### src/rtl/poison_pkg.sv
package poison_pkg;

  typedef enum logic {
    TRAP_OWN_FAULT = 1'b0,
    TRAP_POISON_SRC = 1'b1
  } trap_kind_e;

  typedef struct packed {
    logic       trap;
    trap_kind_e kind;
    logic       wr_en;
    logic       wr_val;
  } verdict_t;

endpackage

### src/rtl/poison_lookup.sv
module poison_lookup #(
  parameter int NREG = 32,
  parameter int NSRC = 2,
  localparam int IDXW = (NREG > 1) ? $clog2(NREG) : 1
) (
  input  logic [NREG-1:0]      vec_i,
  input  logic [NSRC-1:0]      src_vld_i,
  input  logic [NSRC*IDXW-1:0] src_idx_i,
  output logic [NSRC-1:0]      hit_o,
  output logic                 any_hit_o,
  output logic [IDXW-1:0]      low_idx_o
);

  for (genvar p = 0; p < NSRC; p++) begin : g_port
    assign hit_o[p] = src_vld_i[p] & vec_i[src_idx_i[p*IDXW +: IDXW]];
  end

  always_comb begin
    any_hit_o = 1'b0;
    low_idx_o = '0;
    for (int p = 0; p < NSRC; p++) begin
      if (hit_o[p] && (!any_hit_o || (src_idx_i[p*IDXW +: IDXW] < low_idx_o))) begin
        low_idx_o = src_idx_i[p*IDXW +: IDXW];
        any_hit_o = 1'b1;
      end
    end
  end

endmodule

### src/rtl/poison_decide.sv
module poison_decide
  import poison_pkg::*;
(
  input  logic     vld_i,
  input  logic     spec_i,
  input  logic     exc_i,
  input  logic     dst_we_i,
  input  logic     src_hit_i,
  output verdict_t verdict_o
);

  always_comb begin
    verdict_o = '{trap: 1'b0, kind: TRAP_OWN_FAULT, wr_en: 1'b0, wr_val: 1'b0};
    if (vld_i) begin
      if (spec_i) begin
        // deferred: tag on fault or tainted input, else clean write
        verdict_o.wr_en  = dst_we_i;
        verdict_o.wr_val = exc_i | src_hit_i;
      end else if (src_hit_i) begin
        verdict_o.trap = 1'b1;
        verdict_o.kind = TRAP_POISON_SRC;
      end else if (exc_i) begin
        verdict_o.trap = 1'b1;
        verdict_o.kind = TRAP_OWN_FAULT;
      end else begin
        verdict_o.wr_en  = dst_we_i;
        verdict_o.wr_val = 1'b0;
      end
    end
  end

endmodule

### src/rtl/poison_file.sv
module poison_file #(
  parameter int NREG = 32,
  localparam int IDXW = (NREG > 1) ? $clog2(NREG) : 1
) (
  input  logic            clk,
  input  logic            rst,
  input  logic            wr_en_i,
  input  logic [IDXW-1:0] wr_idx_i,
  input  logic            wr_val_i,
  output logic [NREG-1:0] vec_o
);

  for (genvar r = 0; r < NREG; r++) begin : g_bit
    always_ff @(posedge clk) begin
      if (rst) begin
        vec_o[r] <= 1'b0;
      end else if (wr_en_i && (wr_idx_i == IDXW'(r))) begin
        vec_o[r] <= wr_val_i;
      end
    end
  end

  AST_SINGLE_BIT_CHANGE: assert property (@(posedge clk) disable iff (rst)
    $countones(vec_o ^ $past(vec_o)) <= 1);

  AST_NO_WRITE_STABLE: assert property (@(posedge clk) disable iff (rst)
    !wr_en_i |=> $stable(vec_o));

endmodule

### src/rtl/poison_tracker.sv
module poison_tracker
  import poison_pkg::*;
#(
  parameter int NREG = 32,
  localparam int IDXW = (NREG > 1) ? $clog2(NREG) : 1,
  localparam int NSRC = 2
) (
  input  logic            clk,
  input  logic            rst,
  input  logic            instr_vld,
  input  logic            instr_spec,
  input  logic            src0_vld,
  input  logic [IDXW-1:0] src0_idx,
  input  logic            src1_vld,
  input  logic [IDXW-1:0] src1_idx,
  input  logic            dst_we,
  input  logic [IDXW-1:0] dst_idx,
  input  logic            exc_flag,
  output logic [NREG-1:0] poison_vec,
  output logic            trap_o,
  output logic            trap_kind,
  output logic [IDXW-1:0] trap_reg
);

  logic [NSRC-1:0]      hit;
  logic                 any_hit;
  logic [IDXW-1:0]      low_idx;
  verdict_t             verdict;

  poison_lookup #(.NREG(NREG), .NSRC(NSRC)) lookup_i (
    .vec_i     (poison_vec),
    .src_vld_i ({src1_vld, src0_vld}),
    .src_idx_i ({src1_idx, src0_idx}),
    .hit_o     (hit),
    .any_hit_o (any_hit),
    .low_idx_o (low_idx)
  );

  poison_decide decide_i (
    .vld_i     (instr_vld),
    .spec_i    (instr_spec),
    .exc_i     (exc_flag),
    .dst_we_i  (dst_we),
    .src_hit_i (any_hit),
    .verdict_o (verdict)
  );

  poison_file #(.NREG(NREG)) file_i (
    .clk      (clk),
    .rst      (rst),
    .wr_en_i  (verdict.wr_en),
    .wr_idx_i (dst_idx),
    .wr_val_i (verdict.wr_val),
    .vec_o    (poison_vec)
  );

  always_ff @(posedge clk) begin
    if (rst) begin
      trap_o    <= 1'b0;
      trap_kind <= 1'b0;
      trap_reg  <= '0;
    end else begin
      trap_o    <= verdict.trap;
      trap_kind <= verdict.kind;
      trap_reg  <= (verdict.trap && verdict.kind == TRAP_POISON_SRC) ? low_idx : '0;
    end
  end

  AST_RESET_CLEAR: assert property (@(posedge clk)
    rst |=> (poison_vec == '0) && !trap_o);

  AST_SPEC_NEVER_TRAPS: assert property (@(posedge clk) disable iff (rst)
    (instr_vld && instr_spec) |=> !trap_o);

  AST_IDLE_QUIET: assert property (@(posedge clk) disable iff (rst)
    !instr_vld |=> !trap_o && $stable(poison_vec));

  AST_TRAP_FREEZES_STATE: assert property (@(posedge clk) disable iff (rst)
    trap_o |-> poison_vec == $past(poison_vec));

  AST_TRAP_REG_POISONED: assert property (@(posedge clk) disable iff (rst)
    (trap_o && trap_kind) |-> poison_vec[trap_reg]);

  AST_OWN_FAULT_REG_ZERO: assert property (@(posedge clk) disable iff (rst)
    (trap_o && !trap_kind) |-> trap_reg == '0);

endmodule

### config.mk
export PLATFORM = sky130hd
export DESIGN_NAME = poison_tracker
export DESIGN_NICKNAME = d
export VERILOG_FILES = /design/src/rtl/poison_pkg.sv /design/src/rtl/poison_lookup.sv /design/src/rtl/poison_decide.sv /design/src/rtl/poison_file.sv /design/src/rtl/poison_tracker.sv
export SDC_FILE = /design/constraint.sdc
export NUM_CORES = 1
export LEC_CHECK = 0
export BUFFER_PORTS_ARGS = -buffer_cell sky130_fd_sc_hd__buf_4
export CAP_MARGIN = 40
export CORE_MARGIN = 2
export CORE_UTILIZATION = 57
export DETAILED_ROUTE_END_ITERATION = 16
export HOLD_SLACK_MARGIN = 0.12
export PLACE_DENSITY_LB_ADDON = 0.08
export SYNTH_ARGS = -nofsm -noshare
export SYNTH_HDL_FRONTEND = slang
export SYNTH_SLANG_ARGS = --single-unit
### constraint.sdc
create_clock -name clk -period 4.6 [get_ports clk]
set_input_delay 0.69 -clock clk [delete_from_list [all_inputs] [get_ports clk]]
set_output_delay 0.69 -clock clk [all_outputs]
set_load 0.01 [all_outputs]
Yosys cells after proc, flatten, opt, wreduce, memory -nomap -nowiden --
Index checks and enable logic that the tools add are counted.
Cells by class: reductions and logical operators 38, bitwise logic cells 4, divide/modulo/power cells 0, shift operators 0, equality and inequality tests 31, add/sub/neg operators 0, multiplexer cells 15, $mul 0, order comparisons 3
Operators by type and width (number):
- $eq A5 B5 Y1 const B | 16
- $eq A5 B4 Y1 const B | 8
- $logic_and A1 B1 Y1 | 34
- $eq A5 B3 Y1 const B | 4
- $lt A5 B6 Y1 const B | 2
- $mux W2 | 6
- $bmux W1 S5 | 2
- $eq A5 B2 Y1 const B | 2
- $mux W5 | 2
- $eq A5 B1 Y1 const B | 1
- $logic_not A5 Y1 | 1
- $lt A5 B5 Y1 | 1
- $mux W1 | 4
- $mux W4 | 1
- $and A1 B1 Y1 | 2
- $reduce_or A2 Y1 | 1
- $logic_not A1 Y1 | 1
- $logic_or A1 B1 Y1 | 1
- $not A1 Y1 | 1
- $or A1 B1 Y1 | 1
Word-level totals: bits of input ports 23, memory bits (writable) 0, memory bits (read-only) 0, word-level logic and storage cells 126, bits in registers 39, memories kept 0, bits in latches 0

Depth between registers and ports, before layout --
Gate-level depths: netlist (run 1).
depth after elaboration 14, depth in mapped cells 13

Modules after synthesis --
Synthesis (run 1) repeated with hierarchy kept, for this count alone.
Second synthesis, totals: cell total of the unflattened synthesis 253, area total of the unflattened synthesis 2541.2 um^2
By module, submodules not included:
- poison_file | times used 1, area each 1450.1 um^2, cells each 150
- poison_lookup | times used 1, area each 847.1 um^2, cells each 83
- poison_tracker | times used 1, area each 202.7 um^2, cells each 14
- poison_decide | times used 1, area each 41.3 um^2, cells each 6

Worst setup path before layout (run 1) --
Ideal clock, no wire load.
path kind input -> register, start point in src0_idx[1], end point reg trap_reg[0], library setup time 0.070 ns, stages on the path 13, path buffers 1, arrival time 3.323 ns, path slack 1.207 ns, cell sequence clkbuf_1 > mux4_2 > a2bb2oi_1 > a31o_1 > o2111a_2 > nand2_1 > ha_1 > a21o_1 > a21o_1 > a211oi_1 > o21ai_1 > or2_2 > a21oi_1
On the way: longest elaborated chain between the ends 14, elaborated cells between the ends (all ways) 17, those cells by class order compare: 1; mux: 9; bitwise: 2; reduce/logical: 5
RTL lines:
- start: declaration | line poison_tracker.sv:13 | input logic [IDXW-1:0] src0_idx,
- $bmux W1 S5 | line poison_lookup.sv:15 | assign hit_o[p] = src_vld_i[p] & vec_i[src_idx_i[p*IDXW +: IDXW]];
- $mux W1 (not written as such) | line poison_lookup.sv:15
- $and A1 B1 Y1 | line poison_lookup.sv:15
- $mux W5 or $mux W1 (tied branches) | line poison_lookup.sv:22 | if (hit_o[p] && (!any_hit_o || (src_idx_i[p*IDXW +: IDXW] < low_idx_o))) begin
- $lt A5 B5 Y1 or $logic_not A1 Y1 (tied branches) | line poison_lookup.sv:22
- $logic_or A1 B1 Y1 | line poison_lookup.sv:22
- $logic_and A1 B1 Y1 | line poison_lookup.sv:22
- $mux W1 | line poison_lookup.sv:22
- $mux W2 | line poison_decide.sv:19 | end else if (src_hit_i) begin
- $mux W2 | line poison_decide.sv:15 | if (spec_i) begin
- $mux W4 | line poison_decide.sv:14 | if (vld_i) begin
- $logic_and A1 B1 Y1 | line poison_tracker.sv:65 | trap_reg <= (verdict.trap && verdict.kind == TRAP_POISON_SRC) ? low_idx : '0;
- $not A1 Y1 (no line)
- $reduce_or A2 Y1 (no line)
- end signal: assignment | line poison_tracker.sv:65
- end: declaration | line poison_tracker.sv:22 | output logic [IDXW-1:0] trap_reg
Several ways; a longest one is shown, not always the timed one. The select of a mux whose other input is x is not followed. A chain may end at the register's enable or synchronous reset.

Final worst setup path (run 1) --
start point in src0_idx[0], end point reg trap_reg[0]
Same word-level chain as after synthesis.

==> results of run 1 <==
synthesized netlist by cell type (all sizes together), types with 3 or more instances:
library cell,count
inv,7
nand3,9
nor2b,3
dfxtp,39
nand4,11
mux2,4
buf,9
nand3b,3
mux2i,39
nand2,68
nor2,33
mux4,15
ha,4
clkbuf,9
report_power, final:
group	internal (mW)	switching [mW]	leakage (nW)
sequential	0.338	0.000572	0.314
clock	0.176	0.124	0.0612
combinational	0.0411	0.0598	1.02
total	0.555	0.185	1.39
layer usage:
| layer | vias up | GRT usage | wire length [um] |
|---|---|---|---|
| met2 | 122 | 0.4540 | 3171 |
| met4 | 0 | 0.1132 | 102 |
| met3 | 20 | 0.06541 | 564 |
| met5 | - | 0 | 0 |
| met1 | 1106 | 0.3552 | 2805 |
| li1 | 1067 | - | - |
worst max path at each step:
stage | from | end | slack [ns] | depth (start not counted)
floorplan | src0_idx[1] | trap_reg[0]$_SDFF_PP0_ | 1.21 | 13
finish | src0_idx[0] | trap_reg[0]$_SDFF_PP0_ | 1.13 | 13
detailed placement | src0_idx[0] | trap_reg[0]$_SDFF_PP0_ | 0.83 | 13
global route | src0_idx[0] | trap_reg[0]$_SDFF_PP0_ | 0.94 | 13
global placement | src0_idx[0] | trap_reg[0]$_SDFF_PP0_ | 0.97 | 13
CTS | src0_idx[0] | trap_reg[0]$_SDFF_PP0_ | 1.12 | 13
cell type report:
cell class,count,area [um2],area share
inverters,8,30.03,0.009913
multi-input cells,210,1545,0.5101
repair buffers,63,493.0,0.1627
clock buffers,6,82.58,0.02726
clock inverters,2,35.03,0.01157
flip-flops and latches,39,780.7,0.2577
well taps,50,62.56,0.02065
cell families (layout without fill, tap and decap cells):
| kind of cell | Yosys count | in the layout | synth area share |
|---|---|---|---|
| simple gates | 133 | 133 | 0.2314 |
| mux | 58 | 58 | 0.3135 |
| flops | 39 | 39 | 0.3166 |
| buf+inv | 26 | 79 | 0.05682 |
| compound gates | 15 | 15 | 0.06139 |
| fa+ha+maj | 4 | 4 | 0.02030 |
per-stage QoR:
step                      worst slack [ns]  area [um2]  hold slack (ns)  total power, mW
after floorplan                      1.207        2466           0.5008           0.4125
after global placement              0.9747        2884           0.4775           0.4410
after detailed placement            0.8346        2912           0.4849           0.4460
after CTS                            1.124        3029           0.5037           0.7407
after global routing                0.9378        3029           0.5329           0.7649
final                                1.126        3029           0.5034           0.7398
worst max-delay path: cells and delay by family:
family	cells	cell delay, ns
compound gates	8	1.57
mux	1	0.52
simple gates	2	0.44
fa+ha+maj	1	0.25
buf+inv	1	0.21
==> flow_summary.toml, run 1 <==
[placement]
dp_hpwl_mm = 4.870
placedCellCount = 370
place.gp.congestion = 0.9532
port_buffers = 61

[logic_synthesis]
syn_area_mm2 = 0.002466
synth_cell_types = 36
synthCells = 275
ys_seq_area_frac = 0.3166
yosys.area.top_type = "dfxtp_1"
synth_warnings = 0
synth_edf_count = 0
async_flop_share = 0
synth_area_leaders = "dfxtp_1 32%, mux2i_1 16%, mux4_2 14%"
synth_top_area_share = 0.3166
synth_flop_cell = "dfxtp_1"
syn-num-nets = 302
avgSynthCellArea_um2 = 8.968
ys_ff_latch = 39

[global_route]
overflow = 0
antenna_found_initial = 0
grt_pass1_wl_mm = 10.85
grt_pass1_vias = 2255
grtUsageTotal = 0.2785
grt_max_degree = 33

[clock_tree]
cts_buffers = 5
clockBufferDepth = 2
cts_setup_buffers = 0
cts_tree = "yes"
clk_latency_ns = 0.29
cts_root_buf = "clkbuf_8"
cts_resized = 0
path_clk_slew_ns = 0.08
htree_levels = 2
cts_hold_buf = 0
clock-sinks = 39

[sta]
finalCritPeriodShare = 0.7552
finalSetupTns_ns = 0
clock_skew_ns = 0.003648
slew_viol_final = 0
fin_crit_ns = 3.474
rsz0062_at_grt = "no"
hold_viol_final = 0
finalSetupViolations = 0
slew_headroom = 0.4298
worst_pin_slew_ns = 0.8553
max_freq_mhz = 287.9

[final_layout]
drive_gt1_frac = 0.2866
areaGrowthSynthToFinish_pct = 22.83
antenna_cells = 0
nets = 354
layout_common_cells = "68 x nand2_1, 62 x buf_4, 39 x mux2i_1, 39 x dfxtp_1, 33 x nor2_1"
largest_register_ff_count = 32
final_common_cell = "nand2_1"
nFillCells = 333
stdcell_count = 378
utilization = 0.7413

[min_path]
whs_path_depth = 2
min_to = "file_i.vec_o[31]$_SDFFE_PP0P_"
min_from = "file_i.vec_o[31]$_SDFFE_PP0P_"
min_path_type = "register to register"

[floorplan]
initial_core_util = 0.6035
dieArea_mm2 = 0.004869
ios = 62
dieWidth_um = 69.78
die_h_um = 69.78
rows = 23
core-area_mm2 = 0.004086

[worst_setup_path]
worst_path_max_delay_cell = "mux4_2"
end_kind = "register"
crit_path_frequent_cell = "a21o_1"
r2r_cells = 12
crit_required_ns = 4.82
r2r_setup_slack_ns = 1.43
cp_max_fo = 11
path_class = "input pin to register"
reg2reg_from = "file_i.vec_o[11]$_SDFFE_PP0P_"
crit_arrival_ns = 3.70
cp-start-kind = "input pin"
max_stage_delay_ns = 0.52
r2r-end = "trap_reg[0]$_SDFF_PP0_"
path_cells = "buf_4 -> mux4_2 -> a2bb2oi_1 -> a31o_1 -> o2111a_2 -> nand2_1 -> ha_1 -> a21o_1 -> a21o_1 -> a211oi_1 -> o21ai_1 -> or2_2 -> a21oi_1"

[detailed_routing]
drtPass1Iterations = 5
vias_per_cell = 6.124
wire_per_inst_um = 17.58
remaining_drc_errors = 0
drt_wl_total_mm = 6.644
antenna_left = 0
via_count = 2315
detail_route.iter0.violations = 195

[power_and_ir_drop]
power_density_mw_per_mm2 = 244.2
leakagePower_nw = 1.393
irDropWorstVdd_mv = 0.1675

[status]
outcome = "completed"

[flow_run]
cap_violations = 0
(Power assumes the default switching activity.)
==> run 2, diff against run 1 <==
- CORE_UTILIZATION: 57 -> 48
- clock period: 4.6 -> 2.9 ns (I/O delays scaled with it)
==> flow_summary.toml, run 2 (same netlist as run 1, synthesis figures left out) <==
[detailed_routing]
drtPass1Iterations = 5
antenna_left = 0
detail_route.iter0.violations = 101
via_count = 2328
dr_wl_met2_mm = 3.460
remaining_drc_errors = 0
vias_per_cell = 5.401
drt-met1-wl_mm = 3.163
highest_layer = "met4"
wire_per_inst_um = 16.58
wl_met3_um = 404
drt_wl_total_mm = 7.145

[final_layout]
areaGrowthSynthToFinish_pct = 37.44
stdcell_count = 431
antenna_cells = 0
seqCellArea_um2 = 782.0
layout_common_cells = "93 x buf_4, 65 x nand2_1, 39 x mux2i_1, 38 x dfxtp_1, 31 x nor2_1"
nFillCells = 449
final_common_cell = "buf_4"
utilization = 0.6722
multi_input_area_mm2 = 0.001625
drive_gt1_frac = 0.3850
nets = 388
largest_register_ff_count = 32

[power_and_ir_drop]
switchingPower_uw = 297.4
comb_power_share = 0.178
irDropWorstVdd_mv = 0.2071
seqPwrFrac = 0.483
power_density_mw_per_mm2 = 328.2
p_int_uw = 815.0
pwr-share-clk = 0.339
swShare = 0.2674
leakagePower_nw = 1.594

[sta]
fin_crit_ns = 2.946
rsz0062_at_grt = "yes"
max_freq_mhz = 339.4
hold_viol_final = 0
slew_headroom = 0.7559
worst_pin_slew_ns = 0.3634
clock_skew_ns = 0.003559
finalCritPeriodShare = 1.016
finalSetupViolations = 5
worst_slack_ns = -0.04610
slew_viol_final = 0

[floorplan]
initial_core_util = 0.4891
rows = 26
dieWidth_um = 75.68
dieArea_mm2 = 0.005727
ios = 62
die_h_um = 75.68
core-area_mm2 = 0.005042

[worst_setup_path]
end_kind = "register"
max_stage_delay_ns = 0.47
path_class = "register to register"
crit_path_frequent_cell = "a21o_1"
worst_path_max_delay_cell = "mux4_2"
worst-path-buf-inv = 0
cp-start-kind = "register"
crit_required_ns = 3.13
path_delay_family = "compound AO/OA/AOI/OAI gates"
cp_max_fo = 6
crit_arrival_ns = 3.18
path_cells = "mux4_2 -> a2bb2oi_2 -> a31o_1 -> o2111a_2 -> nand2_4 -> ha_4 -> a21o_1 -> a21o_1 -> a211oi_2 -> o21ai_4 -> mux2_4 -> nor2_2"

[placement]
place.gp.congestion = 0.9020
dp_hpwl_mm = 5.323
port_buffers = 61
placedCellCount = 419
dp_slack_ns = -0.2298

[global_route]
grt_pass1_vias = 2118
grt_max_degree = 33
grtUsageTotal = 0.2583
grt_pass1_wl_mm = 10.87
antenna_found_initial = 0
overflow = 0

[clock_tree]
cts_root_buf = "clkbuf_8"
cts_buffers = 5
htree_levels = 2
cts_hold_buf = 0
path_clk_slew_ns = 0.07
clockBufferDepth = 2
cts_tree = "yes"
clk_latency_ns = 0.29
clock-sinks = 39

[status]
outcome = "finished, violations left"
violations = "setup timing"

[flow_run]
cap_violations = 0

[min_path]
min_path_type = "input pin to register"
## run 2: routing by layer
metal,up-vias,track usage
met5,-,0
met4,0,0.09747
met3,10,0.05159
met2,84,0.4135
met1,1097,0.3460
li1,1137,-
## run 2: power by group through the flow
stage	clock, mW	combinational [mW]	sequential (mW)
4_1_cts	0.381	0.179	0.538
5_1_grt	0.396	0.215	0.538
3_5_place_dp	0	0.178	0.550
3_3_place_gp	0	0.173	0.550
6_report	0.377	0.198	0.538
2_1_floorplan	0	0.108	0.551
## run 2: worst paths after layout
kind,from,end,slack (ns),cells after the start
max reg2reg,file_i.vec_o[11]$_SDFFE_PP0P_,trap_reg[4]$_SDFF_PP0_,-0.05,12
max,file_i.vec_o[11]$_SDFFE_PP0P_,trap_reg[4]$_SDFF_PP0_,-0.05,12
min reg2reg,file_i.vec_o[27]$_SDFFE_PP0P_,file_i.vec_o[27]$_SDFFE_PP0P_,0.50,2
min,exc_flag,trap_o$_SDFF_PP0_,0.41,2
## run 2: timing repair
action / 4_1_cts / 5_1_grt
setup endpoints to repair: 0 / 5
resized for setup: 0 / 15
setup buffers: 0 / 5
## run 2: layout make-up
class,instances,area share
clock buffers,6,0.02436
clock inverters,1,0.001477
inverters,8,0.008859
multi-input cells,210,0.4795
flip-flops and latches,39,0.2307
well taps,70,0.02584
repair buffers,97,0.2292
## run 2: worst register-to-register path, cell delays in order (launching register included)
cell,delay [ns]
dfxtp_1,0.32
mux4_2,0.47
a2bb2oi_2,0.14
a31o_1,0.23
o2111a_2,0.29
nand2_4,0.10
ha_4,0.20
a21o_1,0.16
a21o_1,0.18
a211oi_2,0.29
o21ai_4,0.12
mux2_4,0.32
nor2_2,0.07
## run 2: through the flow
step	cell area (um2)	total power [mW]	hold WS, ns	TNS, ns
global route	3390	1.148	0.4218	-2.081
detailed placement	3191	0.7283	0.4869	-1.124
global placement	3163	0.7232	0.4825	-0.9264
CTS	3278	1.097	0.4108	0
floorplan	2489	0.6589	0.5008	0
finish	3390	1.112	0.4132	-0.1423
==> run 3, diff against run 2 <==
- CORE_UTILIZATION: 48 -> 50
- CTS_BUF_LIST: default -> sky130_fd_sc_hd__clkbuf_8
==> flow_summary.toml, run 3 (same netlist as run 1, synthesis figures left out) <==
[worst_setup_path]
worst-path-buf-inv = 1
path_cells = "mux4_2 -> a2bb2oi_1 -> a31o_1 -> o2111a_2 -> buf_4 -> nand2_1 -> ha_1 -> a21o_1 -> a21o_1 -> a211oi_2 -> o21ai_2 -> mux2_2 -> nor2_1"
end_kind = "register"
crit_path_frequent_cell = "a21o_1"
worst_path_max_delay_cell = "mux4_2"
max_stage_delay_ns = 0.45
path_delay_family = "compound AO/OA/AOI/OAI gates"
crit_required_ns = 3.13
path_class = "register to register"
cp_max_fo = 6
crit_arrival_ns = 3.13
cp-start-kind = "register"

[sta]
clock_skew_ns = 0.009904
finalCritPeriodShare = 1.002
worst_slack_ns = -0.004771
fin_crit_ns = 2.905
slew_headroom = 0.7475
hold_viol_final = 0
slew_viol_final = 0
worst_pin_slew_ns = 0.3759
rsz0062_at_grt = "yes"
finalSetupViolations = 3
max_freq_mhz = 344.3

[global_route]
antenna_found_initial = 0
overflow = 0
grt_pass1_vias = 2185
grt_max_degree = 33
grt_pass1_wl_mm = 11.16
grtUsageTotal = 0.2703

[final_layout]
drive_gt1_frac = 0.3577
stdcell_count = 422
areaGrowthSynthToFinish_pct = 33.23
layout_common_cells = "85 x buf_4, 67 x nand2_1, 39 x mux2i_1, 37 x dfxtp_1, 33 x nor2_1"
nets = 381
antenna_cells = 0
multi_input_area_mm2 = 0.001575
largest_register_ff_count = 32
nFillCells = 416
final_common_cell = "buf_4"
seqCellArea_um2 = 783.3

[clock_tree]
htree_levels = 2
path_clk_slew_ns = 0.08
clk_latency_ns = 0.29
cts_tree = "yes"
clock-sinks = 39
cts_buffers = 5
cts_hold_buf = 0
clockBufferDepth = 2
cts_root_buf = "clkbuf_8"

[detailed_routing]
detail_route.iter0.violations = 173
remaining_drc_errors = 0
vias_per_cell = 5.583
drt_wl_total_mm = 6.983
antenna_left = 0
drtPass1Iterations = 5
wire_per_inst_um = 16.55
via_count = 2356

[placement]
dp_hpwl_mm = 5.282
dp_slack_ns = -0.2834
placedCellCount = 413
place.gp.congestion = 0.9241
port_buffers = 61

[floorplan]
dieWidth_um = 74.23
ios = 62
die_h_um = 74.23
core-area_mm2 = 0.004755
rows = 25
initial_core_util = 0.5187
dieArea_mm2 = 0.005510

[power_and_ir_drop]
leakagePower_nw = 1.534
power_density_mw_per_mm2 = 330.5
irDropWorstVdd_mv = 0.1898

[status]
violations = "setup timing"
outcome = "finished, violations left"

[min_path]
min_path_type = "input pin to register"

[flow_run]
cap_violations = 0
[run 3: final timing paths]
check / cells after the start / from / endpoint / slack (ns)
worst min register to register: 2 / file_i.vec_o[25]$_SDFFE_PP0P_ / file_i.vec_o[25]$_SDFFE_PP0P_ / 0.50
worst min-delay path: 2 / exc_flag / trap_o$_SDFF_PP0_ / 0.41
worst max register to register: 13 / file_i.vec_o[11]$_SDFFE_PP0P_ / trap_reg[2]$_SDFF_PP0_ / -0.005
worst max-delay path: 13 / file_i.vec_o[11]$_SDFFE_PP0P_ / trap_reg[2]$_SDFF_PP0_ / -0.005
[run 3: final cells by class]
class | count | area share
Clock buffer | 5 | 0.02094
Clock inverter | 3 | 0.004950
Sequential cell | 39 | 0.2384
Timing Repair Buffer | 90 | 0.2216
Inverter | 8 | 0.009139
Multi-Input combinational cell | 210 | 0.4794
Tap cell | 67 | 0.02551
[run 3: worst register-to-register path, cell delays in order (launching register included)]
cell,delay [ns]
dfxtp_2,0.33
mux4_2,0.45
a2bb2oi_1,0.14
a31o_1,0.19
o2111a_2,0.30
buf_4,0.14
nand2_1,0.09
ha_1,0.15
a21o_1,0.13
a21o_1,0.14
a211oi_2,0.07
o21ai_2,0.26
mux2_2,0.38
nor2_1,0.07
[run 3: stage by stage]
| stage | total power [mW] | hold WS (ns) | util | setup TNS, ns | cell area (um2) |
|---|---|---|---|---|---|
| 4_1_cts | 1.087 | 0.4043 | 0.6834 | 0 | 3249 |
| 2_1_floorplan | 0.6589 | 0.5008 | - | 0 | 2489 |
| 5_1_grt | 1.128 | 0.4057 | 0.6911 | -0.4794 | 3286 |
| 3_3_place_gp | 0.7216 | 0.4757 | 0.6597 | -0.9653 | 3137 |
| 6_report | 1.086 | 0.4066 | 0.6911 | -0.01144 | 3286 |
| 3_5_place_dp | 0.7284 | 0.4896 | 0.6655 | -1.407 | 3164 |
[run 3: metal layers]
metal,up-vias,routed length (um),track usage
met4,0,61,0.08333
met2,102,3400,0.4375
li1,1119,-,-
met1,1128,3049,0.3732
met3,7,471,0.04607
met5,-,0,0
[run 3: what timing repair did]
item                       CTS  global route
buffers inserted             0             1
gates resized for setup      0             7
setup endpoints to repair    0             5
[run 3: power breakdown]
group | total, mW | switching [mW] | leakage [nW] | internal (mW)
combinational | 0.185 | 0.101 | 1.17 | 0.0839
sequential | 0.538 | 0.000788 | 0.315 | 0.537
clock | 0.364 | 0.199 | 0.0453 | 0.165
